--- src/rtl/fram_id_probe.sv ---
module fram_id_probe #(
  parameter int NUM_DEV = 6,
  parameter logic [NUM_DEV*16-1:0] DEV_IDS = {16'h2401, 16'h2400, 16'h2301, 16'h2300, 16'h2201, 16'h2200},
  parameter logic [NUM_DEV*16-1:0] DEV_KIB = {16'd128, 16'd128, 16'd64, 16'd64, 16'd32, 16'd32},
  parameter logic [NUM_DEV*2-1:0]  DEV_ALEN = {2'd3, 2'd3, 2'd2, 2'd2, 2'd2, 2'd2},
  parameter bit          FALLBACK_EN = 1'b1,
  parameter logic [15:0] FB_KIB = 16'd256,
  parameter logic [1:0]  FB_ALEN = 2'd3,
  parameter int MAX_RD = 9,
  parameter int SZ_W = 32,
  localparam int IW = $clog2(NUM_DEV + 1),
  localparam int CW = $clog2(MAX_RD + 1)
) (
  input  logic            clk,
  input  logic            rst_n,
  input  logic            start,
  output logic            done,
  output logic            found,
  output logic [IW-1:0]   dev_idx,
  output logic [SZ_W-1:0] mem_size,
  output logic [1:0]      addr_bytes,
  output logic [7:0]      id_mfr,
  output logic [7:0]      id_dev1,
  output logic [7:0]      id_dev2,
  output logic            spi_sel,
  output logic            byte_go,
  output logic [7:0]      byte_tx,
  input  logic            byte_done,
  input  logic [7:0]      byte_rx
);

  localparam logic [7:0] OP_RDID = 8'h9F;
  localparam logic [7:0] OP_RDSR = 8'h05;
  localparam logic [7:0] CONT    = 8'h7F;
  localparam logic [7:0] MFR_STD = 8'hC2;
  localparam logic [7:0] MFR_NONE = 8'hFF;
  localparam logic [7:0] SR_ZERO = 8'h31;

  typedef enum logic [2:0] {
    S_IDLE, S_CMD_ID, S_RD_ID, S_EVAL, S_GAP, S_CMD_SR, S_RD_SR
  } st_t;

  st_t           st;
  logic          pend;
  logic [CW-1:0] cnt;
  logic [1:0]    pos;
  logic          hit;
  logic [IW-1:0] hit_idx;
  logic          got;

  assign spi_sel = (st == S_CMD_ID) || (st == S_RD_ID) || (st == S_CMD_SR) || (st == S_RD_SR);
  assign byte_go = spi_sel && !pend;
  assign byte_tx = (st == S_CMD_ID) ? OP_RDID : (st == S_CMD_SR) ? OP_RDSR : 8'h00;
  assign got     = pend && byte_done;

  always_comb begin
    hit = 1'b0;
    hit_idx = '0;
    for (int i = NUM_DEV - 1; i >= 0; i--) begin
      if ({id_dev1, id_dev2} == DEV_IDS[i*16 +: 16]) begin
        hit = 1'b1;
        hit_idx = IW'(i);
      end
    end
  end

  always_ff @(posedge clk or negedge rst_n) begin
    if (!rst_n) begin
      st <= S_IDLE;
      pend <= 1'b0;
      cnt <= '0;
      pos <= '0;
      done <= 1'b0;
      found <= 1'b0;
      dev_idx <= '0;
      mem_size <= '0;
      addr_bytes <= '0;
      id_mfr <= '0;
      id_dev1 <= '0;
      id_dev2 <= '0;
    end else begin
      done <= 1'b0;
      if (byte_go) pend <= 1'b1;
      else if (byte_done) pend <= 1'b0;
      case (st)
        S_IDLE: if (start) begin
          found <= 1'b0;
          dev_idx <= '0;
          mem_size <= '0;
          addr_bytes <= '0;
          id_mfr <= '0;
          id_dev1 <= '0;
          id_dev2 <= '0;
          st <= S_CMD_ID;
        end
        S_CMD_ID: if (got) begin
          cnt <= '0;
          pos <= '0;
          st <= S_RD_ID;
        end
        S_RD_ID: if (got) begin
          cnt <= cnt + 1'b1;
          case (pos)
            2'd0: if (byte_rx != CONT) begin
              id_mfr <= byte_rx;
              pos <= 2'd1;
            end
            2'd1: begin
              id_dev1 <= byte_rx;
              pos <= 2'd2;
            end
            default: begin
              id_dev2 <= byte_rx;
              pos <= 2'd3;
            end
          endcase
          if (pos == 2'd2 || cnt == CW'(MAX_RD - 1)) st <= S_EVAL;
        end
        S_EVAL: begin
          if (pos == 2'd3 && id_mfr == MFR_STD && hit) begin
            found <= 1'b1;
            dev_idx <= hit_idx;
            mem_size <= SZ_W'(DEV_KIB[hit_idx*16 +: 16]) << 10;
            addr_bytes <= DEV_ALEN[hit_idx*2 +: 2];
            done <= 1'b1;
            st <= S_IDLE;
          end else if (pos == 2'd3 && id_mfr == MFR_NONE && FALLBACK_EN) begin
            st <= S_GAP;
          end else begin
            done <= 1'b1;
            st <= S_IDLE;
          end
        end
        S_GAP: st <= S_CMD_SR;
        S_CMD_SR: if (got) st <= S_RD_SR;
        S_RD_SR: if (got) begin
          if ((byte_rx & SR_ZERO) == 8'h00) begin
            found <= 1'b1;
            dev_idx <= IW'(NUM_DEV);
            mem_size <= SZ_W'(FB_KIB) << 10;
            addr_bytes <= FB_ALEN;
          end
          done <= 1'b1;
          st <= S_IDLE;
        end
        default: st <= S_IDLE;
      endcase
    end
  end

  a_r2_go_in_frame: assert property (@(posedge clk) disable iff (!rst_n)
    byte_go |-> spi_sel);

  a_r10_read_cap: assert property (@(posedge clk) disable iff (!rst_n)
    (st == S_RD_ID) |-> (cnt < CW'(MAX_RD)));

  a_r11_done_pulse: assert property (@(posedge clk) disable iff (!rst_n)
    done |=> !done);

  a_r11_hold: assert property (@(posedge clk) disable iff (!rst_n)
    (st == S_IDLE && !start) |=> ($stable(found) && $stable(dev_idx) && $stable(mem_size) && $stable(addr_bytes)));

  a_r4_std_mfr: assert property (@(posedge clk) disable iff (!rst_n)
    (done && found && dev_idx != IW'(NUM_DEV)) |-> (id_mfr == MFR_STD));

  a_r7_fb_source: assert property (@(posedge clk) disable iff (!rst_n)
    (done && found && dev_idx == IW'(NUM_DEV)) |-> (FALLBACK_EN && id_mfr == MFR_NONE));

  a_r8_sr_after_none: assert property (@(posedge clk) disable iff (!rst_n)
    (st == S_CMD_SR) |-> (id_mfr == MFR_NONE));

endmodule

--- config.mk ---
export PLATFORM = sky130hd
export DESIGN_NAME = fram_id_probe
export DESIGN_NICKNAME = d
export VERILOG_FILES = /design/src/rtl/fram_id_probe.sv
export SDC_FILE = /design/constraint.sdc
export NUM_CORES = 1
export LEC_CHECK = 0
export BUFFER_PORTS_ARGS = -buffer_cell sky130_fd_sc_hd__buf_4
export CAP_MARGIN = 20
export CORE_MARGIN = 5
export CORE_UTILIZATION = 50
export DETAILED_ROUTE_END_ITERATION = 10
export HOLD_SLACK_MARGIN = 0.02
export MAX_ROUTING_LAYER = met4
export PLACE_DENSITY = 0.83
export SLEW_MARGIN = 20
export SYNTH_ARGS = -nofsm -noshare
export SYNTH_HDL_FRONTEND = slang
export SYNTH_SLANG_ARGS = --single-unit
export TNS_END_PERCENT = 5
--- constraint.sdc ---
create_clock -name clk -period 2.85 [get_ports clk]
set_input_delay 0.285 -clock clk [delete_from_list [all_inputs] [get_ports clk]]
set_output_delay 0.285 -clock clk [all_outputs]
set_load 0.01 [all_outputs]
=== Yosys cells after proc, flatten, opt, wreduce, memory -nomap -nowiden ===
Index checks and enable logic that the tools add are counted.

* Equal/unequal tests: 32
* Shift-type cells: 2
* Add/subtract/negate cells: 1
* Muxes and demuxes: 68
* Reduce and logical (&&, ||, !) cells: 25

{| class="wikitable"
|+ Operator list
! kind !! number
|-
| $mux 32 || 4
|-
| $eq 16x14->1 const B || 6
|-
| $pmux 32 s3 || 1
|-
| $shiftx 96x8->16 const A || 1
|-
| $mux 8 || 9
|-
| $mux 3 || 19
|-
| $pmux 8 s2 || 3
|-
| $pmux 3 s7 || 1
|-
| $eq 8x8->1 const B || 2
|-
| $mux 1 || 15
|-
| $mux 2 || 7
|-
| $ne 2x2->1 const B || 7
|-
| $reduce_and 4->1 || 3
|-
| $shiftx 12x5->2 const A || 1
|-
| $ne 2x1->1 const B || 5
|-
| $reduce_and 5->1 || 2
|-
| $eq 3x3->1 const B || 3
|-
| $pmux 3 s3 || 1
|-
| $logic_not 8->1 || 1
|-
| $mux 4 || 2
|-
| $ne 8x7->1 const B || 1
|-
| $pmux 2 s2 || 2
|-
| $pmux 4 s2 || 1
|-
| $eq 3x2->1 const B || 2
|-
| other kinds (19) || 29
|}

* Flip-flop bits (word level): 73

=== Depth between registers and ports, before layout ===
* Depth in word-level cells: 10
* Gate-level depth with buffers: 8
* Gate-level depth less buffers: 6

=== Worst setup path after synthesis ===
No wires, ideal clock.

* Path type: flip-flop to flip-flop
* Start point: register id_mfr[3]
* End point: register mem_size[16]
* Required time: 2725 ps
* Setup time: 125 ps
* Cell stages (with the launch flop): 6
* Arrival time: 1940 ps
* Period minus slack after synthesis: 2065 ps
* Buffers on the path: 1
* Setup slack: 785 ps
* Cells stage by stage: dfrtp_1 or4_1 or4_1 a21o_1 buf_6 mux2_4

* Word-level cells in the longest chain between the ends: 5

{| class="wikitable"
|+ RTL lines
! what !! RTL line !! text
|-
| start: declaration || 22 || <nowiki>output logic [7:0] id_mfr,</nowiki>
|-
| start signal: assignment || 105 || <nowiki>id_mfr <= byte_rx;</nowiki>
|-
| $eq 8x8->1 || 120 || <nowiki>if (pos == 2'd3 && id_mfr == MFR_STD && hit) begin</nowiki>
|-
| $logic_and 1x1->1 (2 in series) || 120 ||
|-
| $ne 2x2->1 (no source line) || - ||
|-
| $reduce_and 5->1 (no source line) || - ||
|-
| end signal: assignment || 123 || <nowiki>mem_size <= SZ_W'(DEV_KIB[hit_idx*16 +: 16]) << 10;</nowiki>
|-
| end signal: assignment || 140 || <nowiki>mem_size <= SZ_W'(FB_KIB) << 10;</nowiki>
|-
| end: declaration || 20 || <nowiki>output logic [SZ_W-1:0] mem_size,</nowiki>
|}

No other way between the ends.
A chain may end at the register's enable or synchronous reset.

=== Final worst setup path ===
* Start point: register st[1]
* End point: register id_mfr[6]

* Word-level cells in the longest chain between the ends: 3
* Elaborated cells on any way between the ends: 9

{| class="wikitable"
|+ RTL lines
! what !! RTL line !! text
|-
| start: declaration || 43 || <nowiki>st_t st;</nowiki>
|-
| start signal: assignment || 69 || <nowiki>st <= S_IDLE;</nowiki>
|-
| start signal: assignment || 94 || <nowiki>st <= S_CMD_ID;</nowiki>
|-
| start signal: assignment || 99 || <nowiki>st <= S_RD_ID;</nowiki>
|-
| $eq 3x2->1 / $logic_not 3->1 (equally long branches) || 85 || <nowiki>case (st)</nowiki>
|-
| $ne 2x1->1 (no source line) (tied with other cells) || - ||
|-
| $reduce_and 5->1 (no source line) || - ||
|}

Several ways; a longest one is shown, not always the timed one.

==> summary.txt <==
Timing
  • Final setup skew: 0.00572 ns
  • RSZ-0062 raised after global routing: no
  • Slew headroom: 43.1%
  • Min Hold Slack: 0.303 ns
  • Worst-Margin Slew: 0.848 ns
  • PnR worst setup slack: 0.593 ns
  • Final Setup Violations: 0
  • Setup TNS: 0 ns
  • Pins over their slew limit: 0
  • Max Fclk: 0.443 GHz
  • Min Tclk post-route: 2.26 ns
  • Final Cycle Share: 79.2%
  • Endpoints failing hold: 0

Clock network
  • Maximum clock path buffer count: 2
  • CTS tree: built
  • Latest clock arrival within the worst-skew pair: 0.29 ns
  • Post-cts repair resize count: 0
  • TritonCTS Buffers: 5
  • CTS root buf: clkbuf_8
  • Setup repair bufs after CTS: 0
  • H-tree levels: 2
  • Clock transition at path regs: 0.08 ns
  • CTS Sinks: 45

Detailed routing
  • Final ANT Viol Nets: 0
  • Final WL: 5250 um
  • Wl on met1: 2100 um
  • Met2 WL: 2750 um
  • Routed WL per cell: 15.0 um
  • Vias per cell: 5.23
  • DRT iter0 DRCs: 129
  • Via count: 1832
  • DRT Pass-1 Iters: 4
  • Highest Signal Layer: met4
  • Met3 WL: 314 um
  • Residual DRC count: 0

Synthesis
  • Cell accounting for the most synthesized area: dfrtp_1
  • Post-synth top flop: dfrtp_1
  • Most common library cells after synthesis: 45 x dfrtp_1, 44 x nand2_1, 34 x buf_4
  • Synth Warn #: 0
  • Ys async rst share: 100%
  • Number of enable flip-flop cells after synthesis: 0
  • Synth top area share: 47.3%
  • Synthesized area: 2380 sq um
  • Register area share after synthesis: 47.3%
  • Seq cells post-synth: 45
  • Syn avg cell area: 9.63 sq um
  • Synth area leaders: dfrtp_1 47%, buf_4 11%, nand2_1 6.9%
  • Most common cell in the synthesized netlist: dfrtp_1
  • Synth cell types: 48
  • Syn Inst Count: 247

Critical path
  • CP Launch Point: st[1]
  • WP data required: 2.98 ns
  • Slowest cell on crit path: dfrtp_1
  • Crit Path Category: reg -> reg
  • CP max FO: 16
  • Worst path arrival time: 2.38 ns
  • WP depth: 5
  • WP buf/inv: 0
  • Delay-heaviest family, CP: simple AND/OR/NAND/NOR gates
  • Worst Reg2Reg Path Length in Cells: 5
  • Reg2Reg Setup Slack: 0.59 ns
  • CP Launch Type: flip-flop
  • Crit-path cells: nor3b_1 > nor4b_1 > o21ai_1 > nand2_1 > o21ai_0
  • CP Capture Point: id_mfr[6]
  • FF-to-FF Start: st[1]
  • Crit. End Element: flip-flop
  • RR Endpoint: id_mfr[6]
  • Critical path's largest stage delay: 0.63 ns

Power
  • Power density cells: 859 nW/um^2
  • VDD IR max: 0.000361 V
  • Leakage: 1.35 nW
  • Total chip power: 2.36 mW

Floorplan
  • CORE AREA: 4660 sq um
  • Initial Utilization: 51.1%
  • Placement Rows: 25
  • Ports: 85
  • Overall die width: 79.0 um
  • Chip Height: 79.0 um
  • Die area: 6240 sq um

GRT
  • Largest net degree at the start of global routing: 46
  • GRT Util Overall: 18.2%
  • Global-route wire length before repair: 8510 um
  • Initial antenna violation count: 0
  • Vias in the first global route: 1669
  • Remaining Overflow, GRT: 0

Cells and area
  • Diode count: 0
  • Nets: 310
  • Share of cells above drive strength 1: 24.7%
  • Layout area overhead: 15.7%
  • Non-filler cells, final: 350
  • Final core utilization: 59.1%
  • Post-layout instance area: 2750 sq um

Placed design
  • Pre-CTS setup slack: 0.611 ns
  • # port buffers: 54
  • HPWL after DPL: 4070 um
  • Post-place instance area: 2660 sq um
  • GPL Wtd Cong: 0.839
  • Dpl cells: 342

Status
  • Outcome: complete, no violations

Flow run
  • Max capacitance violation total: 0

Min path
  • HP Class: in -> reg
==> timing repair <==
| action | CTS | global route |
|---|---|---|
| hold endpoints to repair | 45 | 0 |
| hold buffers | 1 | 0 |
| endpoints found under the setup margin | 0 | 0 |
==> per-layer routing <==
layer  up-vias  GRT usage (%)
met5         -              -
met3         8           3.06
met4         0           7.22
met2        74           29.2
li1        886              -
met1       864           23.2
==> how the worst min path moves through the flow <==
stage,from,end,slack [ns],depth (start not counted)
finish,byte_rx[7],id_dev1[7],0.30,3
global route,byte_rx[2],id_dev1[2],0.31,3
CTS,byte_rx[7],id_dev1[7],0.30,3
detailed placement,rst_n,mem_size[15],0.31,1
global placement,rst_n,mem_size[15],0.31,1
floorplan,rst_n,addr_bytes[0],-0.01,0
==> layout make-up <==
cell class / instances / area, sq um
clock buffers: 7 / 86.3
fillers: 391 / 1910
inverters: 8 / 30.0
multi-input cells: 179 / 1010
flip-flops and latches: 45 / 1130
well taps: 54 / 67.6
repair buffers: 57 / 430
==> cell usage in the layout (no fill, tap or decap), types with 2 or more instances in the layout <==
cell / n
o21ai_0: 31
xor2_1: 2
nor3_1: 2
a32o_1: 2
nand2_1: 44
and2_1: 2
mux2i_1: 3
and3_2: 2
nand3_1: 4
nor4b_1: 2
nor2b_1: 4
dfrtp_1: 45
or4_1: 2
a22o_1: 3
ha_1: 2
a21oi_1: 9
buf_4: 56
o21ai_1: 3
nor2_1: 7
and3_1: 2
o22ai_1: 2
inv_1: 8
conb_1: 30
clkbuf_8: 6
==> cells by family after synthesis <==
kind of cell / synth area share, %
other cells: 0.158
buf+inv: 14.7
mux: 1.89
xor+xnor: 0.736
fa+ha+maj: 1.05
simple gates: 20.2
compound gates: 13.9
flops: 47.3
==> power breakdown <==
group | switching [mW] | internal [mW] | total (mW)
clock | 0.198 | 0.192 | 0.390
combinational | 0.513 | 0.457 | 0.970
sequential | 0.209 | 0.795 | 1.00
==> state kept, by name (all words and copies together), names as in the netlist, 2 cells and up <==
register,cells
cnt,4
pos,2
addr_bytes,2
dev_idx,3
id_dev1,8
mem_size,4
id_mfr,8
id_dev2,8
st,3
==> worst min-delay path, delay by kind of cell <==
kind,cells,cell delay [ns]
AO/OA/AOI/OAI,1,0.08
buffers and inverters,1,0.11
AND/OR/NAND/NOR,1,0.09
(Power assumes the default switching activity.)
